File: src/rtl/fcq_pkg.sv
package fcq_pkg;

    typedef enum logic [1:0] {
        MODE_ARRAY   = 2'd0,
        MODE_AUTOSEL = 2'd1,
        MODE_QUERY   = 2'd2,
        MODE_BUSY    = 2'd3
    } fcq_mode_e;

    typedef enum logic [2:0] {
        CMD_NONE    = 3'd0,
        CMD_QUERY   = 3'd1,
        CMD_AUTOSEL = 3'd2,
        CMD_RESET   = 3'd3,
        CMD_OTHER   = 3'd4
    } fcq_cmd_e;

    typedef struct packed {
        logic       strobe;
        logic       addr_hit;
        logic [7:0] opcode;
    } fcq_wr_s;

    localparam logic [7:0] OPC_QUERY   = 8'h98;
    localparam logic [7:0] OPC_AUTOSEL = 8'h90;
    localparam logic [7:0] OPC_RESET   = 8'hF0;

    localparam int unsigned WORD_CMD_ADDR = 32'h55;
    localparam int unsigned BYTE_CMD_ADDR = 32'hAA;

    // Reset opcode wins at any address; the others need the command address.
    function automatic fcq_cmd_e classify(input fcq_wr_s w);
        fcq_cmd_e k;
        if (!w.strobe)
            k = CMD_NONE;
        else if (w.opcode == OPC_RESET)
            k = CMD_RESET;
        else if (w.addr_hit && w.opcode == OPC_QUERY)
            k = CMD_QUERY;
        else if (w.addr_hit && w.opcode == OPC_AUTOSEL)
            k = CMD_AUTOSEL;
        else
            k = CMD_OTHER;
        return k;
    endfunction

endpackage

File: src/rtl/fcq_cmd_decode.sv
module fcq_cmd_decode
    import fcq_pkg::*;
#(
    parameter int ADDR_W = 8
) (
    input  logic              wr_en,
    input  logic [ADDR_W-1:0] wr_addr,
    input  logic [7:0]        wr_data,
    input  logic              byte_mode,
    output fcq_cmd_e          cmd
);
    localparam logic [ADDR_W-1:0] WORD_ADDR = ADDR_W'(WORD_CMD_ADDR);
    localparam logic [ADDR_W-1:0] BYTE_ADDR = ADDR_W'(BYTE_CMD_ADDR);

    fcq_wr_s wr;

    always_comb begin
        wr.strobe   = wr_en;
        wr.opcode   = wr_data;
        wr.addr_hit = (wr_addr == (byte_mode ? BYTE_ADDR : WORD_ADDR));
        cmd         = classify(wr);
    end

endmodule

File: src/rtl/fcq_mode_fsm.sv
module fcq_mode_fsm
    import fcq_pkg::*;
(
    input  logic      clk,
    input  logic      rst,
    input  fcq_cmd_e  cmd,
    input  logic      algo_busy,
    output fcq_mode_e mode_q
);
    fcq_mode_e mode_d;

    always_comb begin
        mode_d = mode_q;
        if (algo_busy) begin
            mode_d = MODE_BUSY;
        end else begin
            unique case (mode_q)
                MODE_ARRAY: begin
                    if (cmd == CMD_QUERY)
                        mode_d = MODE_QUERY;
                    else if (cmd == CMD_AUTOSEL)
                        mode_d = MODE_AUTOSEL;
                end
                MODE_AUTOSEL: begin
                    if (cmd == CMD_QUERY)
                        mode_d = MODE_QUERY;
                    else if (cmd == CMD_RESET)
                        mode_d = MODE_ARRAY;
                end
                MODE_QUERY: begin
                    if (cmd == CMD_RESET)
                        mode_d = MODE_ARRAY;
                end
                MODE_BUSY: mode_d = MODE_ARRAY;
                default:   mode_d = MODE_ARRAY;
            endcase
        end
    end

    always_ff @(posedge clk) begin
        if (rst)
            mode_q <= MODE_ARRAY;
        else
            mode_q <= mode_d;
    end


    busy_wins_chk: assert property (@(posedge clk) disable iff (rst)
        algo_busy |=> (mode_q == MODE_BUSY));


    busy_release_chk: assert property (@(posedge clk) disable iff (rst)
        (mode_q == MODE_BUSY && !algo_busy) |=> (mode_q == MODE_ARRAY));


    query_entry_chk: assert property (@(posedge clk) disable iff (rst)
        (!algo_busy && cmd == CMD_QUERY &&
         (mode_q == MODE_ARRAY || mode_q == MODE_AUTOSEL)) |=> (mode_q == MODE_QUERY));


    query_hold_chk: assert property (@(posedge clk) disable iff (rst)
        (!algo_busy && mode_q == MODE_QUERY && cmd != CMD_RESET) |=> (mode_q == MODE_QUERY));

endmodule

File: src/rtl/fcq_read_sel.sv
module fcq_read_sel
    import fcq_pkg::*;
#(
    parameter int ADDR_W = 8
) (
    input  fcq_mode_e         mode_q,
    input  logic              byte_mode,
    input  logic [ADDR_W-1:0] rd_addr,
    output logic              rd_sel_query,
    output logic [ADDR_W-2:0] qry_idx
);
    always_comb begin
        rd_sel_query = (mode_q == MODE_QUERY);
        qry_idx      = byte_mode ? rd_addr[ADDR_W-1:1] : rd_addr[ADDR_W-2:0];
    end

endmodule

File: src/rtl/flash_cfi_mode_ctrl.sv
module flash_cfi_mode_ctrl
    import fcq_pkg::*;
#(
    parameter int ADDR_W = 8
) (
    input  logic              clk,
    input  logic              rst,
    input  logic              wr_en,
    input  logic [ADDR_W-1:0] wr_addr,
    input  logic [7:0]        wr_data,
    input  logic              byte_mode,
    input  logic              algo_busy,
    input  logic [ADDR_W-1:0] rd_addr,
    output logic [1:0]        mode,
    output logic              rd_sel_query,
    output logic [ADDR_W-2:0] qry_idx
);
    fcq_cmd_e  cmd;
    fcq_mode_e mode_q;

    fcq_cmd_decode #(.ADDR_W(ADDR_W)) u_dec (
        .wr_en     (wr_en),
        .wr_addr   (wr_addr),
        .wr_data   (wr_data),
        .byte_mode (byte_mode),
        .cmd       (cmd)
    );

    fcq_mode_fsm u_fsm (
        .clk       (clk),
        .rst       (rst),
        .cmd       (cmd),
        .algo_busy (algo_busy),
        .mode_q    (mode_q)
    );

    fcq_read_sel #(.ADDR_W(ADDR_W)) u_rsel (
        .mode_q       (mode_q),
        .byte_mode    (byte_mode),
        .rd_addr      (rd_addr),
        .rd_sel_query (rd_sel_query),
        .qry_idx      (qry_idx)
    );

    assign mode = mode_q;

endmodule

File: config.mk
export PLATFORM = sky130hd
export DESIGN_NAME = flash_cfi_mode_ctrl
export DESIGN_NICKNAME = d
export VERILOG_FILES = /design/src/rtl/fcq_pkg.sv /design/src/rtl/fcq_cmd_decode.sv /design/src/rtl/fcq_mode_fsm.sv /design/src/rtl/fcq_read_sel.sv /design/src/rtl/flash_cfi_mode_ctrl.sv
export SDC_FILE = /design/constraint.sdc
export NUM_CORES = 1
export LEC_CHECK = 0
export ABC_AREA = 1
export BUFFER_PORTS_ARGS = -buffer_cell sky130_fd_sc_hd__buf_4
export CORE_AREA = 2 2 39 41
export CTS_BUF_LIST = sky130_fd_sc_hd__clkbuf_8
export CTS_CLUSTER_DIAMETER = 100
export DETAILED_ROUTE_END_ITERATION = 10
export DIE_AREA = 0 0 41 43
export GPL_TIMING_DRIVEN = 0
export HOLD_SLACK_MARGIN = 0.12
export PLACE_DENSITY_LB_ADDON = 0.25
export REMOVE_ABC_BUFFERS = 1
export SLEW_MARGIN = 30
export SYNTH_ARGS = -nofsm -noshare
export SYNTH_HDL_FRONTEND = slang
export SYNTH_HIERARCHICAL = 1
export SYNTH_SLANG_ARGS = --single-unit
File: constraint.sdc
create_clock -name clk -period 2.4 [get_ports clk]
set_input_delay 0 -clock clk [delete_from_list [all_inputs] [get_ports clk]]
set_output_delay 0 -clock clk [all_outputs]
set_load 0.03 [all_outputs]
==> summary.log <==
[clock_tree] clock buffer depth 2
[grt] initial antenna violation count 0
[critical_path] arrival time of the worst setup path 1.67 ns
[hold_path] cell depth of the worst min-delay path 4
[final_layout] total area of sequential cells 40.0 sq um
[sta] headroom to the max-slew limit 89.3%
[placed_design] placement-stage worst setup slack 1.09 ns
[sta] final count of pins violating max slew 0
[run] maxcap violations 0
[sta] Final Setup Violations 0
[logic_synthesis] number of standard cells after synthesis 92
[logic_synthesis] post-synthesis sequential element count 2
[pwr] Design Power 0.295 mW
[clock_tree] clk slew on worst S/H paths 0.03 ns
[critical_path] cell occurring most often along the worst timing path sky130_fd_sc_hd__nand2_1
[placed_design] HPWL after detailed placement 924 microns
[critical_path] required arrival time at the worst endpoint 2.49 ns
[clock_tree] number of buffers created by CTS 3
[pwr] leakage 0.472 nW
[logic_synthesis] average footprint of a synthesized cell 4.69 sq um
[clock_tree] buffer count from post-CTS setup fixing 0
[logic_synthesis] post-synthesis cell type count 17
[grt] global-route wire length before repair 1.85 mm
[pwr] Power Density 370 nW/um^2
[logic_synthesis] simple-gate share of the synthesized area 68.7%
[floorplanning] boundary pin count 39
[final_layout] register with the most flip-flops u_fsm/mode_q
[grt] maximum number of pins on one net before global-route repair 11
[floorplanning] chip width 41 microns
[critical_path] cell count of the worst reg-to-reg path 6
[grt] GRT Residual Overflow 0
[logic_synthesis] mux cell area share after synthesis 0%
[status] status complete, no violations
[critical_path] critical path, cell by cell buf_4 > inv_1 > nand2_1 > nor2_1 > nand3_1 > nand2_1 > nand2_1 > a21oi_2 > nand3_1 > nand2_1 > nand2_1 > nand2_1 > a21oi_1 > dlygate4sd3_1
[clock_tree] number of hold buffers added after cts 3
[sta] total negative slack for setup checks 0 ns
[floorplanning] Core Box Area 1380 sq um
[floorplanning] total number of placement rows 14
[placed_design] global placer's final weighted congestion 0.655
[sta] Period Utilization, post-route 65.9%
[drt] post-detailed-route DRC marker count 0
[final_layout] fill count 145
[floorplanning] die area 1760 sq um
[floorplanning] overall die height 43 microns
[final_layout] layout-stage area growth over the synthesis result 84.6%
[logic_synthesis] portion of synthesized cell area occupied by the leading cell type 34.8%
[drt] 1st-iter DRT viols 5
[sta] actual transition at the worst max-transition pin 0.158 ns
[drt] routed wire length 1.12 mm
[clock_tree] CTS Root Cell sky130_fd_sc_hd__clkbuf_8
[final_layout] total inserted antenna cells 0
[final_layout] number of flip-flops in the largest register 2
[critical_path] endpoint class of the critical path flip-flop
[clock_tree] CTS tree done
[drt] count of antenna-violating nets left after detailed routing 0
[logic_synthesis] sequential share of the synthesized area 9.28%
[critical_path] register-to-register setup slack 1.09 ns
[logic_synthesis] main combinational cell family by area after synthesis simple AND/OR/NAND/NOR gates
[sta] number of hold violations in the final report 0
[drt] average wire per cell in the routed design 7.38 microns
[final_layout] share of post-route cells with drive strength above 1 35.6%
[logic_synthesis] number of synthesis warnings 6
[hold_path] worst hold start rd_addr[0]
[clock_tree] clock latency at the later pin of the worst-skew pair 0.21 ns
[logic_synthesis] compound-gate portion of the synthesized area 6.38%
[drt] number of detailed-routing iterations run before antenna repair 3
[clock_tree] Max H-tree Level 1
[pwr] Max IR drop VDD 0.000283 V
[final_layout] post-layout utilization of the core 57.6%
[grt] vias in the first global route 522
[logic_synthesis] cell types occupying the most area after synthesis sky130_fd_sc_hd__nand2_1 (35%), sky130_fd_sc_hd__nor2_1 (15%), sky130_fd_sc_hd__inv_1 (12%)
[hold_path] Hold WC Path Type primary input to primary output
[critical_path] start of the worst register-to-register path u_fsm/mode_q[0]
[sta] final worst-path setup slack 0.819 ns
[critical_path] Max stage delay cell, worst path sky130_fd_sc_hd__dlygate4sd3_1
[final_layout] multi-input combinational cell area 324 sq um
[clock_tree] clock sink count 2
[logic_synthesis] post-synth design cell area 432 sq um
[floorplanning] Initial Utilization 31.2%
[critical_path] type of element launching the critical path primary input
[final_layout] largest registers u_fsm/mode_q: 2 flops
[clock_tree] post_cts resized 0
[grt] Total Routing Usage GR 14.1%
[critical_path] worst-path maximum fanout 10
[sta] Fmax 633 MHz
[critical_path] longest individual stage delay on the worst path 0.55 ns
[drt] total number of vias 628
[placed_design] input/output buffers 38
[sta] Worst Clk Skew 0.00225 ns
[sta] post-route minimum period 1.58 ns
[hold_path] endpoint of the worst hold path qry_idx[0]
[logic_synthesis] xor-xnor portion of the synthesized cell area 0%
[final_layout] Final nets 166
[logic_synthesis] cell type contributing the most total cell area after synthesis sky130_fd_sc_hd__nand2_1
[critical_path] critical path class primary input to flip-flop
[logic_synthesis] Synth Area in Adders 0%
[sta] setup repair after global routing missed its margin false
[critical_path] worst flop-to-flop path endpoint u_fsm/mode_q[1]
[drt] Vias/cell 4.16
synthesized netlist by cell type:
| cell type | count |
|---|---|
| sky130_fd_sc_hd__nand3b_1 | 2 |
| sky130_fd_sc_hd__nor3_1 | 1 |
| sky130_fd_sc_hd__nand3_1 | 5 |
| sky130_fd_sc_hd__a21oi_1 | 1 |
| sky130_fd_sc_hd__inv_1 | 14 |
| sky130_fd_sc_hd__buf_6 | 1 |
| sky130_fd_sc_hd__nor2_1 | 17 |
| sky130_fd_sc_hd__nor2_2 | 1 |
| sky130_fd_sc_hd__a21oi_2 | 2 |
| sky130_fd_sc_hd__nand4_1 | 1 |
| sky130_fd_sc_hd__o21ai_0 | 1 |
| sky130_fd_sc_hd__dfxtp_1 | 2 |
| sky130_fd_sc_hd__nand2_2 | 1 |
| sky130_fd_sc_hd__nand3_2 | 1 |
| sky130_fd_sc_hd__or2_4 | 1 |
| sky130_fd_sc_hd__inv_2 | 1 |
| sky130_fd_sc_hd__nand2_1 | 40 |
layout make-up:
cell class / count / area share [%]
inverters: 15 / 7.06
clock buffers: 3 / 5.18
multi-input cells: 74 / 40.7
repair buffers: 41 / 39.6
well taps: 16 / 2.51
flip-flops and latches: 2 / 5.02
layout by cell type (no fill, tap or decap):
cell / synthesis / routed
sky130_fd_sc_hd__clkbuf_8: 0 / 3
sky130_fd_sc_hd__nand4_1: 1 / 1
sky130_fd_sc_hd__nor2_1: 17 / 17
sky130_fd_sc_hd__a21oi_2: 2 / 2
sky130_fd_sc_hd__buf_4: 0 / 38
sky130_fd_sc_hd__nor2_2: 1 / 1
sky130_fd_sc_hd__nand3b_1: 2 / 2
sky130_fd_sc_hd__nand3_2: 1 / 1
sky130_fd_sc_hd__nand3_1: 5 / 5
sky130_fd_sc_hd__a21oi_1: 1 / 1
sky130_fd_sc_hd__o21ai_0: 1 / 1
sky130_fd_sc_hd__nor3_1: 1 / 1
sky130_fd_sc_hd__inv_2: 1 / 1
sky130_fd_sc_hd__dfxtp_1: 2 / 2
sky130_fd_sc_hd__dlygate4sd3_1: 0 / 3
sky130_fd_sc_hd__inv_1: 14 / 14
sky130_fd_sc_hd__nand2_2: 1 / 1
sky130_fd_sc_hd__or2_4: 1 / 1
sky130_fd_sc_hd__nand2_1: 40 / 40
report_power, final:
group	switching, mW	leakage, nW	internal (mW)	total [mW]
combinational	0.0656	0.434	0.0625	0.128
clock	0.0224	0.0216	0.106	0.128
sequential	0.00256	0.0168	0.0364	0.0389
layer usage:
layer / track usage, % / up-vias / part of all wire [%] / routed length, microns
met1: 19.5 / 245 / 48 / 531
met5: 0 / - / 0 / 0
li1: - / 361 / - / -
met2: 22.8 / 22 / 44 / 493
met3: 0.524 / 0 / 8.1 / 90
met4: 4.00 / 0 / 0 / 0
worst max-delay path by stage:
| stage | start | end | slack (ns) | depth (start not counted) |
|---|---|---|---|---|
| 6_report | byte_mode | u_fsm/mode_q[1] | 0.82 | 14 |
| 5_1_grt | byte_mode | u_fsm/mode_q[1] | 0.65 | 16 |
| 4_1_cts | byte_mode | u_fsm/mode_q[1] | 0.80 | 14 |
| 3_5_place_dp | byte_mode | u_fsm/mode_q[0] | 1.09 | 13 |
| 3_3_place_gp | byte_mode | u_fsm/mode_q[0] | 1.13 | 13 |
| 2_1_floorplan | wr_data[1] | u_fsm/mode_q[0] | 1.34 | 9 |
kinds of logic (layout without fill, tap and decap cells):
logic type | count (synthesis) | in the layout
buf+inv | 16 | 59
flops | 2 | 2
compound gates | 4 | 4
simple gates | 70 | 70
worst max-delay path: cells and delay by family:
kind            cells  cell delay (ns)
compound gates      2             0.24
buf+inv             3             0.75
simple gates        9             0.67
stage by stage:
stage	instances	instance area [sq um]	hold slack [ns]
global route	151	797	0.335
global placement	145	726	0.170
CTS	151	797	0.317
floorplan	91	420	0.0691
detailed placement	145	726	0.178
finish	151	797	0.313
Power figures use the tool's default switching activity.
